--- src/rtl/sweep_pkg.sv ---
package sweep_pkg;
  localparam int unsigned FREQ_W = 24;
  localparam int unsigned INCR_W = 23;
  localparam int unsigned NSTEP_W = 12;
  localparam int unsigned IVAL_W = 11;
  localparam int unsigned MIN_COUNT = 2;

  typedef enum logic [1:0] {
    ST_IDLE = 2'd0,
    ST_RUN  = 2'd1,
    ST_DONE = 2'd2
  } sweep_state_e;
endpackage

--- src/rtl/sweep_dwell_timer.sv ---
module sweep_dwell_timer #(
  parameter int unsigned IVAL_W = 11
) (
  input  logic              clk_i,
  input  logic              rst_ni,
  input  logic              clr_i,
  input  logic              active_i,
  input  logic              unit_i,
  input  logic [IVAL_W-1:0] ival_i,
  output logic              end_o
);
  logic [IVAL_W-1:0] cnt_q;
  logic              hit;

  assign hit   = (cnt_q == ival_i - IVAL_W'(1));
  assign end_o = active_i & unit_i & hit;

  always_ff @(posedge clk_i or negedge rst_ni) begin
    if (!rst_ni)                   cnt_q <= '0;
    else if (clr_i)                cnt_q <= '0;
    else if (active_i && unit_i)   cnt_q <= hit ? '0 : cnt_q + IVAL_W'(1);
  end

  p_cnt_bound_r5: assert property (@(posedge clk_i) disable iff (!rst_ni)
    active_i |-> (cnt_q < ival_i));
  p_no_count_idle_r6: assert property (@(posedge clk_i) disable iff (!rst_ni)
    (!active_i && !clr_i) |=> $stable(cnt_q));
endmodule

--- src/rtl/sweep_step_counter.sv ---
module sweep_step_counter #(
  parameter int unsigned NSTEP_W = 12
) (
  input  logic               clk_i,
  input  logic               rst_ni,
  input  logic               clr_i,
  input  logic               adv_i,
  input  logic [NSTEP_W-1:0] n_i,
  output logic               last_o
);
  logic [NSTEP_W-1:0] k_q;

  assign last_o = (k_q == n_i);

  always_ff @(posedge clk_i or negedge rst_ni) begin
    if (!rst_ni)     k_q <= '0;
    else if (clr_i)  k_q <= '0;
    else if (adv_i)  k_q <= k_q + NSTEP_W'(1);
  end

  p_count_bound_r7: assert property (@(posedge clk_i) disable iff (!rst_ni)
    k_q <= n_i);
  p_adv_not_last_r7: assert property (@(posedge clk_i) disable iff (!rst_ni)
    adv_i |-> !last_o);
endmodule

--- src/rtl/sweep_word_alu.sv ---
module sweep_word_alu #(
  parameter int unsigned FREQ_W = 24,
  parameter int unsigned INCR_W = 23
) (
  input  logic [FREQ_W-1:0] cur_i,
  input  logic [INCR_W-1:0] incr_i,
  input  logic              down_i,
  output logic [FREQ_W-1:0] nxt_o
);
  localparam int unsigned PAD_W = FREQ_W - INCR_W;
  logic [FREQ_W-1:0] incr_ext;

  assign incr_ext = {{PAD_W{1'b0}}, incr_i};
  assign nxt_o    = down_i ? (cur_i - incr_ext) : (cur_i + incr_ext);

  always_comb begin
    p_inverse_r3: assert ((down_i ? (nxt_o + incr_ext) : (nxt_o - incr_ext)) == cur_i);
  end
endmodule

--- src/rtl/sweep_seq.sv ---
module sweep_seq
  import sweep_pkg::*;
#(
  parameter int unsigned FW = FREQ_W,
  parameter int unsigned IW = INCR_W,
  parameter int unsigned NW = NSTEP_W,
  parameter int unsigned TW = IVAL_W
) (
  input  logic          clk_i,
  input  logic          rst_ni,
  input  logic          start_i,
  input  logic [FW-1:0] start_word_i,
  input  logic [IW-1:0] incr_i,
  input  logic          dir_down_i,
  input  logic [NW-1:0] n_incr_i,
  input  logic [TW-1:0] interval_i,
  input  logic          mode_cycles_i,
  input  logic          cyc_tick_i,
  output logic [FW-1:0] freq_o,
  output logic          step_o,
  output logic          busy_o,
  output logic          done_o
);
  sweep_state_e  state_q;
  logic [FW-1:0] freq_q, freq_nxt;
  logic [IW-1:0] incr_q;
  logic [NW-1:0] n_q, n_eff;
  logic [TW-1:0] ival_q, ival_eff;
  logic          down_q, mode_q, step_q;
  logic          start_ok, run, unit, dwell_end, last;

  assign n_eff    = (n_incr_i < NW'(MIN_COUNT)) ? NW'(MIN_COUNT) : n_incr_i;
  assign ival_eff = (interval_i < TW'(MIN_COUNT)) ? TW'(MIN_COUNT) : interval_i;
  assign run      = (state_q == ST_RUN);
  assign start_ok = start_i && !run;
  assign unit     = mode_q ? cyc_tick_i : 1'b1;

  sweep_dwell_timer #(.IVAL_W(TW)) u_timer (
    .clk_i    (clk_i),
    .rst_ni   (rst_ni),
    .clr_i    (start_ok),
    .active_i (run),
    .unit_i   (unit),
    .ival_i   (ival_q),
    .end_o    (dwell_end)
  );

  sweep_step_counter #(.NSTEP_W(NW)) u_steps (
    .clk_i  (clk_i),
    .rst_ni (rst_ni),
    .clr_i  (start_ok),
    .adv_i  (dwell_end && !last),
    .n_i    (n_q),
    .last_o (last)
  );

  sweep_word_alu #(.FREQ_W(FW), .INCR_W(IW)) u_alu (
    .cur_i  (freq_q),
    .incr_i (incr_q),
    .down_i (down_q),
    .nxt_o  (freq_nxt)
  );

  always_ff @(posedge clk_i or negedge rst_ni) begin
    if (!rst_ni) begin
      state_q <= ST_IDLE;
      freq_q  <= '0;
      incr_q  <= '0;
      n_q     <= NW'(MIN_COUNT);
      ival_q  <= TW'(MIN_COUNT);
      down_q  <= 1'b0;
      mode_q  <= 1'b0;
      step_q  <= 1'b0;
    end else begin
      step_q <= 1'b0;
      if (start_ok) begin
        state_q <= ST_RUN;
        freq_q  <= start_word_i;
        incr_q  <= incr_i;
        n_q     <= n_eff;
        ival_q  <= ival_eff;
        down_q  <= dir_down_i;
        mode_q  <= mode_cycles_i;
        step_q  <= 1'b1;
      end else if (dwell_end) begin
        if (last) begin
          state_q <= ST_DONE;
        end else begin
          freq_q <= freq_nxt;
          step_q <= 1'b1;
        end
      end
    end
  end

  assign freq_o = freq_q;
  assign step_o = step_q;
  assign busy_o = run;
  assign done_o = (state_q == ST_DONE);

  p_start_load_r2: assert property (@(posedge clk_i) disable iff (!rst_ni)
    (start_i && !busy_o) |=> (busy_o && step_o && !done_o && freq_o == $past(start_word_i)));
  p_busy_done_excl_r7: assert property (@(posedge clk_i) disable iff (!rst_ni)
    !(busy_o && done_o));
  p_ignore_start_r8: assert property (@(posedge clk_i) disable iff (!rst_ni)
    (start_i && busy_o) |=> (done_o || (busy_o && $past(busy_o))));
  p_stable_no_step_r9: assert property (@(posedge clk_i) disable iff (!rst_ni)
    !step_o |-> $stable(freq_o));
  p_step_single_r9: assert property (@(posedge clk_i) disable iff (!rst_ni)
    (step_o && done_o) |-> 1'b0 || !step_o);
  p_done_hold_r12: assert property (@(posedge clk_i) disable iff (!rst_ni)
    (done_o && !start_i) |=> (done_o && $stable(freq_o)));
endmodule

--- config.mk ---
export PLATFORM = sky130hd
export DESIGN_NAME = sweep_seq
export DESIGN_NICKNAME = d
export VERILOG_FILES = /design/src/rtl/sweep_pkg.sv /design/src/rtl/sweep_dwell_timer.sv /design/src/rtl/sweep_step_counter.sv /design/src/rtl/sweep_word_alu.sv /design/src/rtl/sweep_seq.sv
export SDC_FILE = /design/constraint.sdc
export NUM_CORES = 1
export LEC_CHECK = 0
export BUFFER_PORTS_ARGS = -buffer_cell sky130_fd_sc_hd__buf_2
export CORE_ASPECT_RATIO = 0.6
export CORE_MARGIN = 2
export CORE_UTILIZATION = 32
export CTS_BUF_LIST = sky130_fd_sc_hd__clkbuf_8
export CTS_CLUSTER_SIZE = 30
export DETAILED_ROUTE_END_ITERATION = 10
export PLACE_DENSITY = 0.51
export SYNTH_ARGS = -nofsm -noshare
export SYNTH_HDL_FRONTEND = slang
export SYNTH_SLANG_ARGS = --single-unit
--- constraint.sdc ---
create_clock -name clk_i -period 5.25 [get_ports clk_i]
set_input_delay 0.525 -clock clk_i [delete_from_list [all_inputs] [get_ports clk_i]]
set_output_delay 0.525 -clock clk_i [all_outputs]
set_load 0.02 [all_outputs]
# Word level (Yosys, flattened, before mapping)
# Cells that the tools add are included.
# W data, S select, Z words.
# totals
register_bits	98
latch_bits	0
mem_bits_rw	0
romBits	0
in_bits	76
output_inout_bits	27
wordCells	53
mem_count	0
# op_classes
add_sub_neg	5
multipliers	0
div_mod_pow	0
n_lt_le_gt_ge	2
n_eq_ne	5
n_shift	0
mux	18
n_bitwise	2
n_reduce_logical	11
# ops
operator	count
$mux W24	4
$mux W11	4
$mux W12	3
$add A24 B23 Y24	1
$sub A24 B23 Y24	1
$add A12 B1 Y12 const B	1
$eq A12 B12 Y1	1
$lt A12 B2 Y1 const B	1
$add A11 B1 Y11 const B	1
$eq A11 B11 Y1	1
$lt A11 B2 Y1 const B	1
$sub A11 B1 Y11 const B	1
$reduce_bool A2 Y1	4
$mux W2	3
$mux W1	4
$reduce_and A2 Y1	2
$logic_and A1 B1 Y1	3
$and A1 B1 Y1	2
$eq A2 B1 Y1 const B	1
$eq A2 B2 Y1 const B	1
$logic_not A1 Y1	2
$ne A2 B2 Y1 const B	1

# Depth between registers and ports, before layout
# depth
ltp_word	6
depth_mapped	16
mapped_depth_nobuf	16

# Hierarchy
# Synthesis repeated with hierarchy kept, for this count alone.
# unflattened
cells_unflattened	804
area_unflattened_um2	6849.1
# modules_own_cells
module	n_inst	cells_per_inst	area_each_um2	seq_area_each_um2
sweep_seq	1	331	3154.3	1879.3
sweep_word_alu	1	260	1816.7	0.0
sweep_dwell_timer	1	139	1156.1	275.3
sweep_step_counter	1	74	721.9	300.3

# Worst setup path before layout
# No wires, ideal clock.
# synth_timing
path_kind	reg2reg
start	register incr_q[4]
end	register freq_q[23] (netlist: freq_o[23])
setup_time_ps	65
t_arrival_ps	3875
t_required_ps	5185
setup_slack_ps	1310
stages_incl_launch_ff	15
period_less_slack_ps	3940
cell_sequence	dfrtp_1 or4_1 nor4_1 a21oi_1 xnor2_1 ha_1 o21ai_0 a22oi_1 a41oi_1 o21ai_1 a221o_1 a311o_1 or3b_1 o211ai_1 a211o_1
# synth_via
elab_chain_len	5
word_cells_on_any_way	6
classes_between	add/sub: 2; mux: 4
# synth_lines
element	line_no	source
start: declaration	sweep_seq.sv:26	logic [IW-1:0] incr_q;
start signal: assignment	sweep_seq.sv:79	incr_q <= incr_i;
$add A24 B23 Y24 / $sub A24 B23 Y24 (equally long branches)	sweep_word_alu.sv:14	assign nxt_o = down_i ? (cur_i - incr_ext) : (cur_i + incr_ext);
$mux W24 (*)	sweep_word_alu.sv:14	
$mux W24 (*)	sweep_seq.sv:86	if (last) begin
$mux W24 (*)	sweep_seq.sv:85	end else if (dwell_end) begin
$mux W24 (*)	sweep_seq.sv:76	if (start_ok) begin
end signal: assignment	sweep_seq.sv:78	freq_q <= start_word_i;
end signal: assignment	sweep_seq.sv:89	freq_q <= freq_nxt;
end: declaration	sweep_seq.sv:25	logic [FW-1:0] freq_q, freq_nxt;
# Every way passes the cells marked *; elsewhere a longest branch is shown, timed or not. The select of a mux whose other input is x is not followed.
# A chain may end at the register's enable or synchronous reset.

# Worst setup path in the final report
# Ends and elaborated chain as after synthesis.

==> PnR_summary.wiki <==
{| class="wikitable"
! Metric !! Value
|-
| Run status || finished, final reports clean
|-
| First-pass iteration count of the detailed router || 4
|-
| Area overhead of the layout relative to synthesis || 15.4%
|-
| Number of nets in the finished design || a little over 900
|-
| Crit path capture type || flip-flop
|-
| Share of post-route cells with drive strength above 1 || 15.7%
|-
| DR WL/cell || between 15 and 20 um
|-
| Pin count of the biggest net entering global routing || 67
|-
| Chip width || approximately 180 um
|-
| Remaining max-slew budget at the tightest pin || 40.8%
|-
| Number of hold-slack violations in the final timing report || 0
|-
| Final design instance area without fill || roughly 0.0072 mm^2
|-
| Violation count after the first detailed-routing iteration || between 200 and 300
|-
| CTS HTree Levels || 3
|-
| Inserted Clock Buffers || 9
|-
| Gate count of the mapped netlist || 733
|-
| Overflow after GRT || 0
|-
| Biggest area contributors in the synthesized netlist || sky130_fd_sc_hd__dfrtp_1, sky130_fd_sc_hd__nand2_1, sky130_fd_sc_hd__xnor2_1
|-
| Number of slew-limit violations in the final report || 0
|-
| Clock buffer depth || 2
|-
| Post-Route Skew || 0.0136 ns
|-
| Number of cells on the worst reg-to-reg path || 14
|-
| Placed wire-length estimate || approximately 13000 um
|-
| Clock tree from TritonCTS || yes
|-
| Final WL || 17000 um
|-
| Routed vias/inst || 4.92
|-
| Height of the die || between 100 and 150 um
|-
| Placement Setup Slack || between 0.6 and 0.7 ns
|-
| Initial antenna violation count || 0
|-
| Number of gates resized after CTS || 0
|-
| Max FO, Critical Path || 5
|-
| Post-synthesis area per instance || ~8.5 um^2
|-
| Area fraction of the dominant cell type after synthesis || 38.6%
|-
| Ratio of total power to cell area || ~200 mW/mm^2
|-
| # hold bufs at CTS || 0
|-
| Layout filler cell count || between 2000 and 2500
|-
| Register area share after synthesis || 39.4%
|-
| Worst-skew pair later-pin latency || between 0.3 and 0.4 ns
|-
| Via count of the first global-routing pass || about 5000
|-
| Die footprint || 0.0206 mm^2
|-
| Count of max-cap constraint violations || 0
|-
| Least-Margin Pin Slew || 0.888 ns
|-
| Synth warn || 0
|-
| Reg2reg setup slack || slightly below 0.7 ns
|-
| Fin crit period || 4.56 ns
|-
| Final TNS setup || 0 ns
|-
| Util after Layout || between 30% and 40%
|-
| Placement row count || 39
|-
| Data required, critical path || ~5.6 ns
|-
| Longest individual stage delay on the worst path || roughly 0.58 ns
|-
| Final weighted congestion in routability-driven placement || 0.815
|-
| I/O pin total || slightly above 100
|-
| Startpoint type of the worst setup path || flip-flop
|-
| Yosys reg bits || between 90 and 100
|-
| Via count || around 5300
|-
| Final worst-path cycle share || ~87%
|-
| Cell Area, Placed || 0.00698 mm^2
|-
| Total leakage power || 3.66 nW
|-
| Count of clock tree sinks || 98
|-
| Setup repair after global routing missed its margin || false
|-
| Setup CP Type || reg2reg
|-
| Class of the worst hold path || in2async
|-
| Commonest register cell after synthesis || sky130_fd_sc_hd__dfrtp_1
|-
| Fmax || about 220 MHz
|-
| Post-synthesis cell type with the largest combined area || sky130_fd_sc_hd__dfrtp_1
|-
| Peak supply drop || ~0.11 mV
|-
| Number of buffers inserted by post-CTS setup repair || 0
|-
| Library cell used as clock root buffer || sky130_fd_sc_hd__clkbuf_8
|-
| Clock Pin Slew Worst Setup and Hold Paths || 0.10 ns
|-
| Final setup vio count || 0
|-
| Arrival time worst endpoint || between 4 and 5 ns
|-
| Async set-or-reset flop fraction in the synthesized netlist || 100%
|-
| Number of flops mapped to enable cells by yosys || 0
|-
| Final Worst Setup Slack || between 0.6 and 0.7 ns
|-
| DRT antenna net count || 0
|-
| Global-route wire length before repair || around 28000 um
|-
| Core outline area || approximately 0.019 mm^2
|-
| Number of antenna cells inserted || 0
|-
| Post-Syn Nets || around 840
|-
| Critical R2R Launch || incr_q[4]
|-
| Number of distinct library cells after synthesis || between 60 and 70
|-
| Critical-path cell with the highest stage delay || sky130_fd_sc_hd__nor4_1
|-
| Global router's overall resource usage || around 17%
|-
| Count of buffers inserted at the top-level ports || approximately 100
|-
| Final routed DRC violation total || 0
|-
| CP Cell Sequence || or4_1 > nor4_1 > nor2_1 > xnor2_1 > ha_1 > a211o_1 > or3_1 > o21ai_1 > o21ai_1 > a221o_1 > a311o_1 > or3b_1 > o211ai_1 > a211o_1
|-
| Effective utilization at floorplan || roughly a third
|-
| Netlist area before placement || 0.00623 mm^2
|-
| Capturing point of the worst reg2reg path || freq_o[23]
|}
cell type report:
type / instances / area [um^2] / share of cell area (%)
Multi-Input combinational cell: 583 / 3570 / 49.7
Sequential cell: 98 / 2450 / 34.2
Timing Repair Buffer: 107 / 551 / 7.66
Tap cell: 246 / 308 / 4.28
Clock buffer: 9 / 124 / 1.72
Inverter: 25 / 93.8 / 1.31
Clock inverter: 7 / 87.6 / 1.22
how the worst max path moves through the flow:
stage / end / startpoint / slack (ns) / cells after the start
after detailed placement: freq_o[23] / incr_q[4] / 0.69 / 14
after floorplan: freq_o[23] / incr_q[4] / 1.31 / 14
after global placement: freq_o[23] / incr_q[4] / 0.80 / 14
final: freq_o[23] / incr_q[4] / 0.69 / 14
after CTS: freq_o[23] / incr_q[4] / 0.65 / 14
after global routing: freq_o[23] / incr_q[4] / 0.32 / 14
critical path: cells and delay by family (launching register included):
family	cells	cell delay [ns]
AO/OA/AOI/OAI	7	1.70
XOR/XNOR	1	0.16
adder cells (fa/ha/maj)	1	0.24
flip-flops	1	0.42
AND/OR/NAND/NOR	5	1.97
registers in the layout (all words and copies together), names as in the netlist:
name	flops
mode_q	1
state_q	2
u_steps.k_q	12
step_o	1
incr_q	23
ival_q	11
n_q	12
freq_o	24
u_timer.cnt_q	11
down_q	1
synthesized netlist by cell type (12+ instances only):
cell	n
sky130_fd_sc_hd__nand2_1	163
sky130_fd_sc_hd__dfrtp_1	96
sky130_fd_sc_hd__nor2_1	48
sky130_fd_sc_hd__xnor2_1	47
sky130_fd_sc_hd__o21ai_0	37
sky130_fd_sc_hd__o21ai_1	29
sky130_fd_sc_hd__ha_1	28
sky130_fd_sc_hd__a21oi_1	27
sky130_fd_sc_hd__xor2_1	27
sky130_fd_sc_hd__inv_1	25
sky130_fd_sc_hd__mux2i_1	20
sky130_fd_sc_hd__clkbuf_1	16
sky130_fd_sc_hd__nor3_1	13
sky130_fd_sc_hd__nor4_1	13
sky130_fd_sc_hd__and3_1	12
sky130_fd_sc_hd__nand2b_1	12
per-stage QoR:
stage	std cells	hold WS (ns)	total power, mW
final	1075	0.256	1.43
after CTS	1075	0.280	1.45
after detailed placement	1059	0.483	0.894
after global routing	1075	0.296	1.50
after floorplan	733	0.229	0.833
after global placement	1059	0.489	0.894
report_power, final:
group / switching [mW] / internal, mW / total, mW
Clock: 0.286 / 0.266 / 0.552
Combinational: 0.0524 / 0.0447 / 0.0971
Sequential: 0.0158 / 0.765 / 0.781
routing by layer:
metal / vias to the layer above / wire, um / GRT usage [%]
met3: 8 / 1010 / 3.86
li1: 2716 / - / -
met5: - / 0 / 0
met2: 138 / 5910 / 20.8
met4: 0 / 111 / 2.88
met1: 2430 / 9920 / 29.6
cell usage in the layout (no fill, tap or decap), types with 9 or more instances in the layout:
| cell | instances |
|---|---|
| sky130_fd_sc_hd__nand2_1 | 162 |
| sky130_fd_sc_hd__buf_2 | 101 |
| sky130_fd_sc_hd__dfrtp_1 | 96 |
| sky130_fd_sc_hd__nor2_1 | 48 |
| sky130_fd_sc_hd__xnor2_1 | 47 |
| sky130_fd_sc_hd__o21ai_0 | 37 |
| sky130_fd_sc_hd__o21ai_1 | 29 |
| sky130_fd_sc_hd__inv_1 | 28 |
| sky130_fd_sc_hd__ha_1 | 28 |
| sky130_fd_sc_hd__xor2_1 | 27 |
| sky130_fd_sc_hd__a21oi_1 | 27 |
| sky130_fd_sc_hd__mux2i_1 | 20 |
| sky130_fd_sc_hd__nor3_1 | 13 |
| sky130_fd_sc_hd__nor4_1 | 13 |
| sky130_fd_sc_hd__and3_1 | 12 |
| sky130_fd_sc_hd__nand2b_1 | 12 |
| sky130_fd_sc_hd__a21o_1 | 11 |
| sky130_fd_sc_hd__a31oi_1 | 11 |
| sky130_fd_sc_hd__nor2b_1 | 9 |
| sky130_fd_sc_hd__clkbuf_8 | 9 |
cells by family (layout without fill, tap and decap cells):
group	count (synthesis)	in the layout	synth area share, %
muxes	20	20	3.21
adders and majority gates	29	29	5.95
and+or+nand+nor	308	308	22.9
xor gates and xnor gates	74	74	10.4
DFF	98	98	39.4
buffers and inverters	52	148	3.34
AOI/OAI and AO/OA	152	152	14.8
Note: power is estimated with default switching activity, not from simulation.
